### src/rtl/alu_logic_pkg.sv
package alu_logic_pkg;
    localparam int DATA_W = 8;
    localparam int NIB_W  = 4;

    typedef enum logic [2:0] {
        OP_AND = 3'd0,
        OP_OR  = 3'd1,
        OP_XOR = 3'd2,
        OP_CMP = 3'd3,
        OP_ROL = 3'd4,
        OP_ROR = 3'd5,
        OP_RCL = 3'd6,
        OP_RCR = 3'd7
    } alu_op_e;

    typedef struct packed {
        logic s;
        logic z;
        logic ac;
        logic p;
        logic cy;
    } alu_flags_t;

    typedef struct packed {
        logic [DATA_W-1:0] acc;
        alu_flags_t        fl;
    } alu_state_t;
endpackage

### src/rtl/alu_bitwise.sv
module alu_bitwise #(
    parameter int DW = alu_logic_pkg::DATA_W
) (
    input  logic [1:0]    sel_i,
    input  logic [DW-1:0] a_i,
    input  logic [DW-1:0] b_i,
    output logic [DW-1:0] res_o
);
    always_comb begin
        case (sel_i)
            2'd0:    res_o = a_i & b_i;
            2'd1:    res_o = a_i | b_i;
            default: res_o = a_i ^ b_i;
        endcase
    end
endmodule

### src/rtl/alu_compare.sv
module alu_compare #(
    parameter int DW = alu_logic_pkg::DATA_W,
    parameter int NW = alu_logic_pkg::NIB_W
) (
    input  logic [DW-1:0] a_i,
    input  logic [DW-1:0] b_i,
    output logic [DW-1:0] diff_o,
    output logic          borrow_o,
    output logic          nib_borrow_o
);
    logic [DW:0] wide_d;
    logic [NW:0] nib_d;

    always_comb begin
        wide_d       = {1'b0, a_i} - {1'b0, b_i};
        nib_d        = {1'b0, a_i[NW-1:0]} - {1'b0, b_i[NW-1:0]};
        diff_o       = wide_d[DW-1:0];
        borrow_o     = wide_d[DW];
        nib_borrow_o = nib_d[NW];
    end
endmodule

### src/rtl/alu_rotate.sv
module alu_rotate #(
    parameter int DW = alu_logic_pkg::DATA_W
) (
    input  logic [1:0]    sel_i,
    input  logic [DW-1:0] a_i,
    input  logic          cy_i,
    output logic [DW-1:0] res_o,
    output logic          cy_o
);
    // sel_i[0]: 0 left, 1 right; sel_i[1]: 0 circular, 1 through carry
    logic fill_l, fill_r;

    always_comb begin
        fill_l = sel_i[1] ? cy_i : a_i[DW-1];
        fill_r = sel_i[1] ? cy_i : a_i[0];
        if (sel_i[0]) begin
            res_o = {fill_r, a_i[DW-1:1]};
            cy_o  = a_i[0];
        end else begin
            res_o = {a_i[DW-2:0], fill_l};
            cy_o  = a_i[DW-1];
        end
    end
endmodule

### src/rtl/alu_flag_eval.sv
module alu_flag_eval #(
    parameter int DW = alu_logic_pkg::DATA_W
) (
    input  logic [DW-1:0] val_i,
    output logic          s_o,
    output logic          z_o,
    output logic          p_o
);
    always_comb begin
        s_o = val_i[DW-1];
        z_o = (val_i == '0);
        p_o = ~(^val_i);
    end
endmodule

### src/rtl/acc_logic_unit.sv
module acc_logic_unit
    import alu_logic_pkg::*;
#(
    parameter int DW = DATA_W
) (
    input  logic          clk,
    input  logic          rst_n,
    input  logic          wr_en_i,
    input  logic [2:0]    op_i,
    input  logic          imm_sel_i,
    input  logic [DW-1:0] reg_opnd_i,
    input  logic [DW-1:0] imm_opnd_i,
    output logic [DW-1:0] acc_o,
    output logic          sign_o,
    output logic          zero_o,
    output logic          aux_o,
    output logic          par_o,
    output logic          cy_o
);
    alu_state_t    st_q, st_d;
    logic [DW-1:0] opnd;
    logic [DW-1:0] bit_res, cmp_diff, rot_res;
    logic          cmp_cy, cmp_ac, rot_cy;
    logic          ls, lz, lp, cs, cz, cp;
    alu_op_e       op_e;

    assign op_e = alu_op_e'(op_i);
    assign opnd = imm_sel_i ? imm_opnd_i : reg_opnd_i;

    alu_bitwise #(.DW(DW)) u_bitwise (
        .sel_i(op_i[1:0]), .a_i(st_q.acc), .b_i(opnd), .res_o(bit_res)
    );

    alu_compare #(.DW(DW)) u_compare (
        .a_i(st_q.acc), .b_i(opnd), .diff_o(cmp_diff),
        .borrow_o(cmp_cy), .nib_borrow_o(cmp_ac)
    );

    alu_rotate #(.DW(DW)) u_rotate (
        .sel_i(op_i[1:0]), .a_i(st_q.acc), .cy_i(st_q.fl.cy),
        .res_o(rot_res), .cy_o(rot_cy)
    );

    alu_flag_eval #(.DW(DW)) u_flags_logic (
        .val_i(bit_res), .s_o(ls), .z_o(lz), .p_o(lp)
    );

    alu_flag_eval #(.DW(DW)) u_flags_cmp (
        .val_i(cmp_diff), .s_o(cs), .z_o(cz), .p_o(cp)
    );

    always_comb begin
        st_d = st_q;
        if (wr_en_i) begin
            case (op_e)
                OP_AND, OP_OR, OP_XOR: begin
                    st_d.acc   = bit_res;
                    st_d.fl.s  = ls;
                    st_d.fl.z  = lz;
                    st_d.fl.p  = lp;
                    st_d.fl.ac = (op_e == OP_AND);
                    st_d.fl.cy = 1'b0;
                end
                OP_CMP: begin
                    st_d.fl.s  = cs;
                    st_d.fl.z  = cz;
                    st_d.fl.p  = cp;
                    st_d.fl.ac = cmp_ac;
                    st_d.fl.cy = cmp_cy;
                end
                default: begin
                    st_d.acc   = rot_res;
                    st_d.fl.cy = rot_cy;
                end
            endcase
        end
    end

    always_ff @(posedge clk or negedge rst_n) begin
        if (!rst_n) st_q <= '0;
        else        st_q <= st_d;
    end

    assign acc_o  = st_q.acc;
    assign sign_o = st_q.fl.s;
    assign zero_o = st_q.fl.z;
    assign aux_o  = st_q.fl.ac;
    assign par_o  = st_q.fl.p;
    assign cy_o   = st_q.fl.cy;

    AST_IDLE_HOLD: assert property (@(posedge clk) disable iff (!rst_n)
        !wr_en_i |=> $stable(acc_o) && $stable({sign_o, zero_o, aux_o, par_o, cy_o}));
    AST_ROT_FLAG_KEEP: assert property (@(posedge clk) disable iff (!rst_n)
        (wr_en_i && op_i[2]) |=> $stable({sign_o, zero_o, aux_o, par_o}));
    AST_CMP_ACC_KEEP: assert property (@(posedge clk) disable iff (!rst_n)
        (wr_en_i && op_i == 3'd3) |=> $stable(acc_o));
    AST_LOGIC_CY_CLR: assert property (@(posedge clk) disable iff (!rst_n)
        (wr_en_i && op_i < 3'd3) |=> !cy_o);
    AST_LOGIC_ZERO: assert property (@(posedge clk) disable iff (!rst_n)
        (wr_en_i && op_i < 3'd3) |=> (zero_o == (acc_o == '0)) && (par_o == ~(^acc_o)));
    AST_ROL_WRAP: assert property (@(posedge clk) disable iff (!rst_n)
        (wr_en_i && op_i == 3'd4) |=> (acc_o[0] == cy_o));
    AST_ROR_WRAP: assert property (@(posedge clk) disable iff (!rst_n)
        (wr_en_i && op_i == 3'd5) |=> (acc_o[DW-1] == cy_o));
endmodule

### config.mk
export PLATFORM = sky130hd
export DESIGN_NAME = acc_logic_unit
export DESIGN_NICKNAME = d
export VERILOG_FILES = /design/src/rtl/alu_logic_pkg.sv /design/src/rtl/alu_bitwise.sv /design/src/rtl/alu_compare.sv /design/src/rtl/alu_rotate.sv /design/src/rtl/alu_flag_eval.sv /design/src/rtl/acc_logic_unit.sv
export SDC_FILE = /design/constraint.sdc
export NUM_CORES = 1
export LEC_CHECK = 0
export ABC_AREA = 1
export BUFFER_PORTS_ARGS = -buffer_cell sky130_fd_sc_hd__clkbuf_2
export CORE_AREA = 2 2 81 83
export CTS_CLUSTER_DIAMETER = 100
export DETAILED_ROUTE_END_ITERATION = 8
export DIE_AREA = 0 0 83 85
export GPL_ROUTABILITY_DRIVEN = 0
export REMOVE_ABC_BUFFERS = 1
export SLEW_MARGIN = 20
export SYNTH_ARGS = -nofsm -noshare
export SYNTH_HDL_FRONTEND = slang
export SYNTH_SLANG_ARGS = --single-unit
### constraint.sdc
create_clock -name clk -period 3.57 [get_ports clk]
set_input_delay 0.357 -clock clk [delete_from_list [all_inputs] [get_ports clk]]
set_output_delay 0.357 -clock clk [all_outputs]
set_load 0.01 [all_outputs]
* Word-level counts from Yosys, hierarchy flattened
Cells that the tools add are included.
Word-level totals: flip-flop bits (word level) 13, bits of input ports 23, output and inout bits 13, logic and storage cells 37
Operators by class: add/sub/neg operators 2, equality and inequality tests 4, mux-type cells 9, bitwise logic cells 6, reductions and logical operators 10
Operators with widths (count):
- $pmux 8 s2 | 2
- $logic_not 8->1 | 2
- $mux 8 | 2
- $reduce_xor 8->1 | 2
- $sub 8x8->9 | 1
- $and 8x8->8 | 1
- $or 8x8->8 | 1
- $pmux 4 s2 | 1
- $xor 8x8->8 | 1
- $eq 3x2->1 const B | 2
- $sub 4x4->5 | 1
- $reduce_and 2->1 | 2
- $eq 3x1->1 const B | 1
- $logic_not 3->1 | 1
- $mux 1 | 3
- $not 1->1 | 3
- $reduce_or 3->1 | 1
- $eq 2x1->1 const B | 1
- $logic_not 2->1 | 1
- $pmux 1 s2 | 1
- $reduce_bool 2->1 | 1

* Depth between registers and ports, before layout
depth after elaboration 6, mapped depth 19

* Modules after synthesis
Synthesis repeated with hierarchy kept, for this count alone.
Second synthesis, totals: cells, all modules 358, area total of the unflattened synthesis 2198.4 µm²
By module, submodules not included:
- acc_logic_unit | times used 1, cells an instance 111, area an instance 822.0 µm²
- alu_bitwise | times used 1, cells an instance 68, area an instance 454.2 µm²
- alu_compare | times used 1, cells an instance 79, area an instance 426.7 µm²
- alu_flag_eval | times used 2, cells an instance 35, area an instance 170.2 µm²
- alu_rotate | times used 1, cells an instance 30, area an instance 155.1 µm²

* Worst setup path after synthesis
OpenSTA, ideal clock, no wires.
kind input port to flip-flop, start point in imm_sel_i, end point reg st_q, in the netlist par_o, library setup time 0.116 ns, data arrival time 2.531 ns, required time 3.454 ns, slack 0.923 ns, stages on the path 18, path buffers 1, cell sequence buf_2 -> nand2_1 -> o21ai_0 -> inv_1 -> ha_1 -> inv_1 -> fa_1 -> nand3_1 -> nand3_1 -> a31oi_1 -> xor2_1 -> ha_1 -> xnor2_1 -> nand2_1 -> nand2_1 -> o21ai_0 -> nand2_1 -> nand2_1
Between the ends: word-level cells in the longest chain between the ends 6, elaborated cells on any way between the ends 11, classes of those cells 1 x add/sub; 3 x mux; 5 x bitwise; 2 x reduce/logical
Ends and longest elaborated chain:
- from (decl) | RTL line acc_logic_unit.sv:10 | input logic imm_sel_i,
- $mux 8 * | RTL line acc_logic_unit.sv:28 | assign opnd = imm_sel_i ? imm_opnd_i : reg_opnd_i;
- branches (longest 4 deep; another with $sub 8x8->9)
- $pmux 4 s2 * | RTL line acc_logic_unit.sv:55 | case (op_e)
- to (signal assigned) | RTL line acc_logic_unit.sv:81 | else st_q <= st_d;
- to (decl) | RTL line acc_logic_unit.sv:20 | alu_state_t st_q, st_d;
Mark *: on every way between the ends. A chain may end at the register's enable or synchronous reset.

* Worst setup path in the final report
Ends and elaborated chain as after synthesis.

==> Flow_metrics.wiki <==
{| class="wikitable"
! Metric !! Value
|-
| Outcome || completed
|-
| Buffers from clock root to sink, at most || 2
|-
| TritonCTS clock tree || done
|-
| Crit path DAT || approximately 3.0 ns
|-
| Number of endpoints failing setup at the final stage || 0
|-
| Final design instance area without fill || around 2100 µm²
|-
| Antenna violations before repair || 0
|-
| RSZ-0062 raised after global routing || no
|-
| Flip-flop and latch count after synthesis || 13
|-
| Total global routing overflow || 0
|-
| Number of hold violations in the final report || 0
|-
| Final HPWL DP || 3.811 mm
|-
| YS warnings || 0
|-
| Syn_area_per_cell || 7.064 µm²
|-
| Power consumption || 914.8 µW
|-
| Num CTS Buffers || 3
|-
| Worst min-delay path category || in -> async
|-
| Worst slew pin tran || ~0.6 ns
|-
| Die outline height || 85 µm
|-
| Worst Setup Path Type || in -> reg
|-
| Ratio of total power to cell area || 437.0 nW/µm²
|-
| Clock root buffer master || sky130_fd_sc_hd__clkbuf_8
|-
| Clock tree sinks || 13
|-
| Nets@finish || 350
|-
| Count of antenna diodes in the layout || 0
|-
| Clock H-tree levels || 1
|-
| Detailed-routing iteration count for the pre-antenna-repair pass || 4
|-
| CP Launch Type || input port
|-
| Gate count of the mapped netlist || 257
|-
| Setup TNS Final || 0 ns
|-
| Synthesis-to-finish area growth || 15.30%
|-
| Post-detailed-route via-to-cell ratio || 4.699
|-
| Fraction of layout cells with a size suffix above 1 || 17.47%
|-
| Final worst path period share || 77.23%
|-
| # DRC || 0
|-
| Slew HR || 59.00%
|-
| Initial drt markers || 87
|-
| Port Buffer Count || 35
|-
| Final max-slew violation count || 0
|-
| Async set-reset flop share out of synthesis || 100.0%
|-
| Routed wirelength normalized by instance count || 12.65 µm
|-
| Cell leakage power || between 0.001 and 0.0015 µW
|-
| Overall global routing resource usage || 14.26%
|-
| Number of global-route vias before repair || about 1800
|-
| Post-Syn Area || 1815 µm²
|-
| Post-layout min period || 2.757 ns
|-
| Clock transition at the register clock pins on the worst setup and hold paths after CTS || 0.06 ns
|-
| Seq. cell area || 325.3 µm²
|-
| Number of enable-type register cells in the synthesized netlist || 0
|-
| Area of the core || 6205 µm²
|-
| Area used by multi-input combinational logic || 1245 µm²
|-
| Site row count || 29
|-
| Top Ports || 36
|-
| Die Outline Area || 7055 µm²
|-
| Count of unique library cells instantiated by Yosys || 35
|-
| Clk_skew || 0.005230 ns
|-
| Maximum number of pins on one net before global-route repair || 17
|-
| Worst ir drop on vdd || 0.0001462 V
|-
| Clock latency at the later pin of the worst-skew pair || 0.26 ns
|-
| Global-route wire length before repair || 8.204 mm
|-
| Maxcap violations || 0
|-
| Required @ worst endpoint || around 3.8 ns
|-
| Resized cells post-CTS || 0
|-
| Sort of element at the end of the critical path || flip-flop
|-
| Number of vias in the routed layout || 1734
|-
| Placement Cell Area || 2048 µm²
|-
| Share of the yosys chip area belonging to registers || 17.92%
|-
| Number of fill cells || 662
|-
| Routed wire length || 4.668 mm
|-
| Die W || 83 µm
|-
| Highest net fanout along the worst path || 16
|-
| Number of setup buffers added after CTS || 0
|-
| Number of nets with antenna violations after routing || 0
|-
| Initial Util || between 20% and 30%
|-
| Cts hold-fix bufs || 0
|-
| FMAX || ~360 MHz
|-
| Prevailing post-synth register cell || sky130_fd_sc_hd__dfrtp_1
|}
[cell families after synthesis]
group                      count (synthesis)  synth area share [%]
adders and majority gates                 34                 23.85
DFF                                       13                 17.92
and+or+nand+nor                           86                 21.85
xor gates and xnor gates                   9                 4.342
AOI/OAI and AO/OA                         57                 18.54
buffers and inverters                     58                 13.51
[Yosys cell counts (2+ instances only)]
cell type,number,share of area [%]
sky130_fd_sc_hd__a22oi_1,3,1.2
sky130_fd_sc_hd__dfrtp_1,13,18
sky130_fd_sc_hd__a21oi_1,9,2.5
sky130_fd_sc_hd__o22ai_1,6,2.1
sky130_fd_sc_hd__inv_2,2,0.41
sky130_fd_sc_hd__nand2_1,50,10
sky130_fd_sc_hd__o21ai_0,26,7.2
sky130_fd_sc_hd__nand2_2,3,1.0
sky130_fd_sc_hd__inv_1,51,11
sky130_fd_sc_hd__xnor2_1,3,1.4
sky130_fd_sc_hd__o21ai_1,2,0.55
sky130_fd_sc_hd__a31oi_1,2,0.69
sky130_fd_sc_hd__buf_6,3,1.9
sky130_fd_sc_hd__nor2_1,14,2.9
sky130_fd_sc_hd__ha_1,33,23
sky130_fd_sc_hd__nand4_1,4,1.4
sky130_fd_sc_hd__xor2_1,6,2.9
sky130_fd_sc_hd__nand3_1,8,2.2
sky130_fd_sc_hd__o211ai_1,3,1.2
[sequential cells by signal (all words and copies together) (netlist names)]
signal,cells
cy_o,1
sign_o,1
zero_o,1
aux_o,1
acc_o,8
par_o,1
[worst max-delay path, stage by stage]
cell                       delay, ns
sky130_fd_sc_hd__clkbuf_2       0.27
sky130_fd_sc_hd__o21ai_0        0.19
sky130_fd_sc_hd__inv_1          0.11
sky130_fd_sc_hd__ha_1           0.14
sky130_fd_sc_hd__inv_1          0.06
sky130_fd_sc_hd__fa_1           0.40
sky130_fd_sc_hd__nand3_1        0.12
sky130_fd_sc_hd__nand3_1        0.13
sky130_fd_sc_hd__a31oi_1        0.19
sky130_fd_sc_hd__xor2_1         0.17
sky130_fd_sc_hd__ha_1           0.26
sky130_fd_sc_hd__xnor2_1        0.18
sky130_fd_sc_hd__nor2_1         0.07
sky130_fd_sc_hd__o21ai_0        0.16
sky130_fd_sc_hd__nand2_1        0.06
sky130_fd_sc_hd__nand2_1        0.06
[routing by layer]
| layer | routed length [µm] | part of all wire (%) | vias to the layer above | track usage, % |
|---|---|---|---|---|
| met5 | 0 | 0 | - | 0 |
| met4 | 63 | 1.3 | 0 | 4.322 |
| met3 | 186 | 4.0 | 7 | 2.626 |
| met2 | 2232 | 48 | 41 | 24.56 |
| met1 | 2184 | 47 | 786 | 18.19 |
| li1 | - | - | 900 | - |
[final cells by class]
type                       count  area share [%]
multi-input combinational    186           59.47
clock buffer                   4           2.152
timing repair buffer          36           8.727
inverter                      53           9.504
sequential                    13           15.54
tap                           77           4.603
[where the power goes]
| part | leakage [µW] | internal [µW] | switching [µW] |
|---|---|---|---|
| Combinational | 0.000983 | 230 | 330 |
| Sequential | 0.000158 | 177 | 35.1 |
| Clock | 0.0000228 | 79.3 | 63.3 |
| Total | 0.00116 | 486 | 428 |
[stage by stage]
step	instances	setup slack [ns]	hold slack, ns	util (%)
global placement	365	0.6537	0.3036	33.01
global route	369	0.4707	0.04322	33.74
finish	369	0.8128	0.01132	33.74
detailed placement	365	0.5661	0.3046	33.01
CTS	369	0.8153	0.02238	33.74
floorplan	252	1.071	0.06141	-
[layout by cell type, fill, tap and decap left out, types with 3 or more instances in the layout]
cell type / count
sky130_fd_sc_hd__a21oi_1: 9
sky130_fd_sc_hd__a22oi_1: 3
sky130_fd_sc_hd__clkbuf_2: 35
sky130_fd_sc_hd__clkbuf_8: 3
sky130_fd_sc_hd__dfrtp_1: 13
sky130_fd_sc_hd__ha_1: 33
sky130_fd_sc_hd__inv_1: 51
sky130_fd_sc_hd__nand2_1: 50
sky130_fd_sc_hd__nand2_2: 3
sky130_fd_sc_hd__nand3_1: 8
sky130_fd_sc_hd__nand4_1: 4
sky130_fd_sc_hd__nor2_1: 14
sky130_fd_sc_hd__o211ai_1: 3
sky130_fd_sc_hd__o21ai_0: 26
sky130_fd_sc_hd__o22ai_1: 6
sky130_fd_sc_hd__xnor2_1: 3
sky130_fd_sc_hd__xor2_1: 6
[worst paths after layout]
check / from / to / slack (ns) / depth (start not counted)
worst max-delay path: imm_sel_i / par_o / 0.81 / 16
worst min-delay path: rst_n / acc_o[6] / 0.01 / 1
worst max register to register: acc_o[0] / par_o / 0.83 / 14
worst min register to register: sign_o / sign_o / 0.48 / 2
max in group asynchronous: rst_n / acc_o[0] / 3.28 / 1
min in group clk: wr_en_i / cy_o / 0.36 / 3
Note: power is estimated with default switching activity, not from simulation.
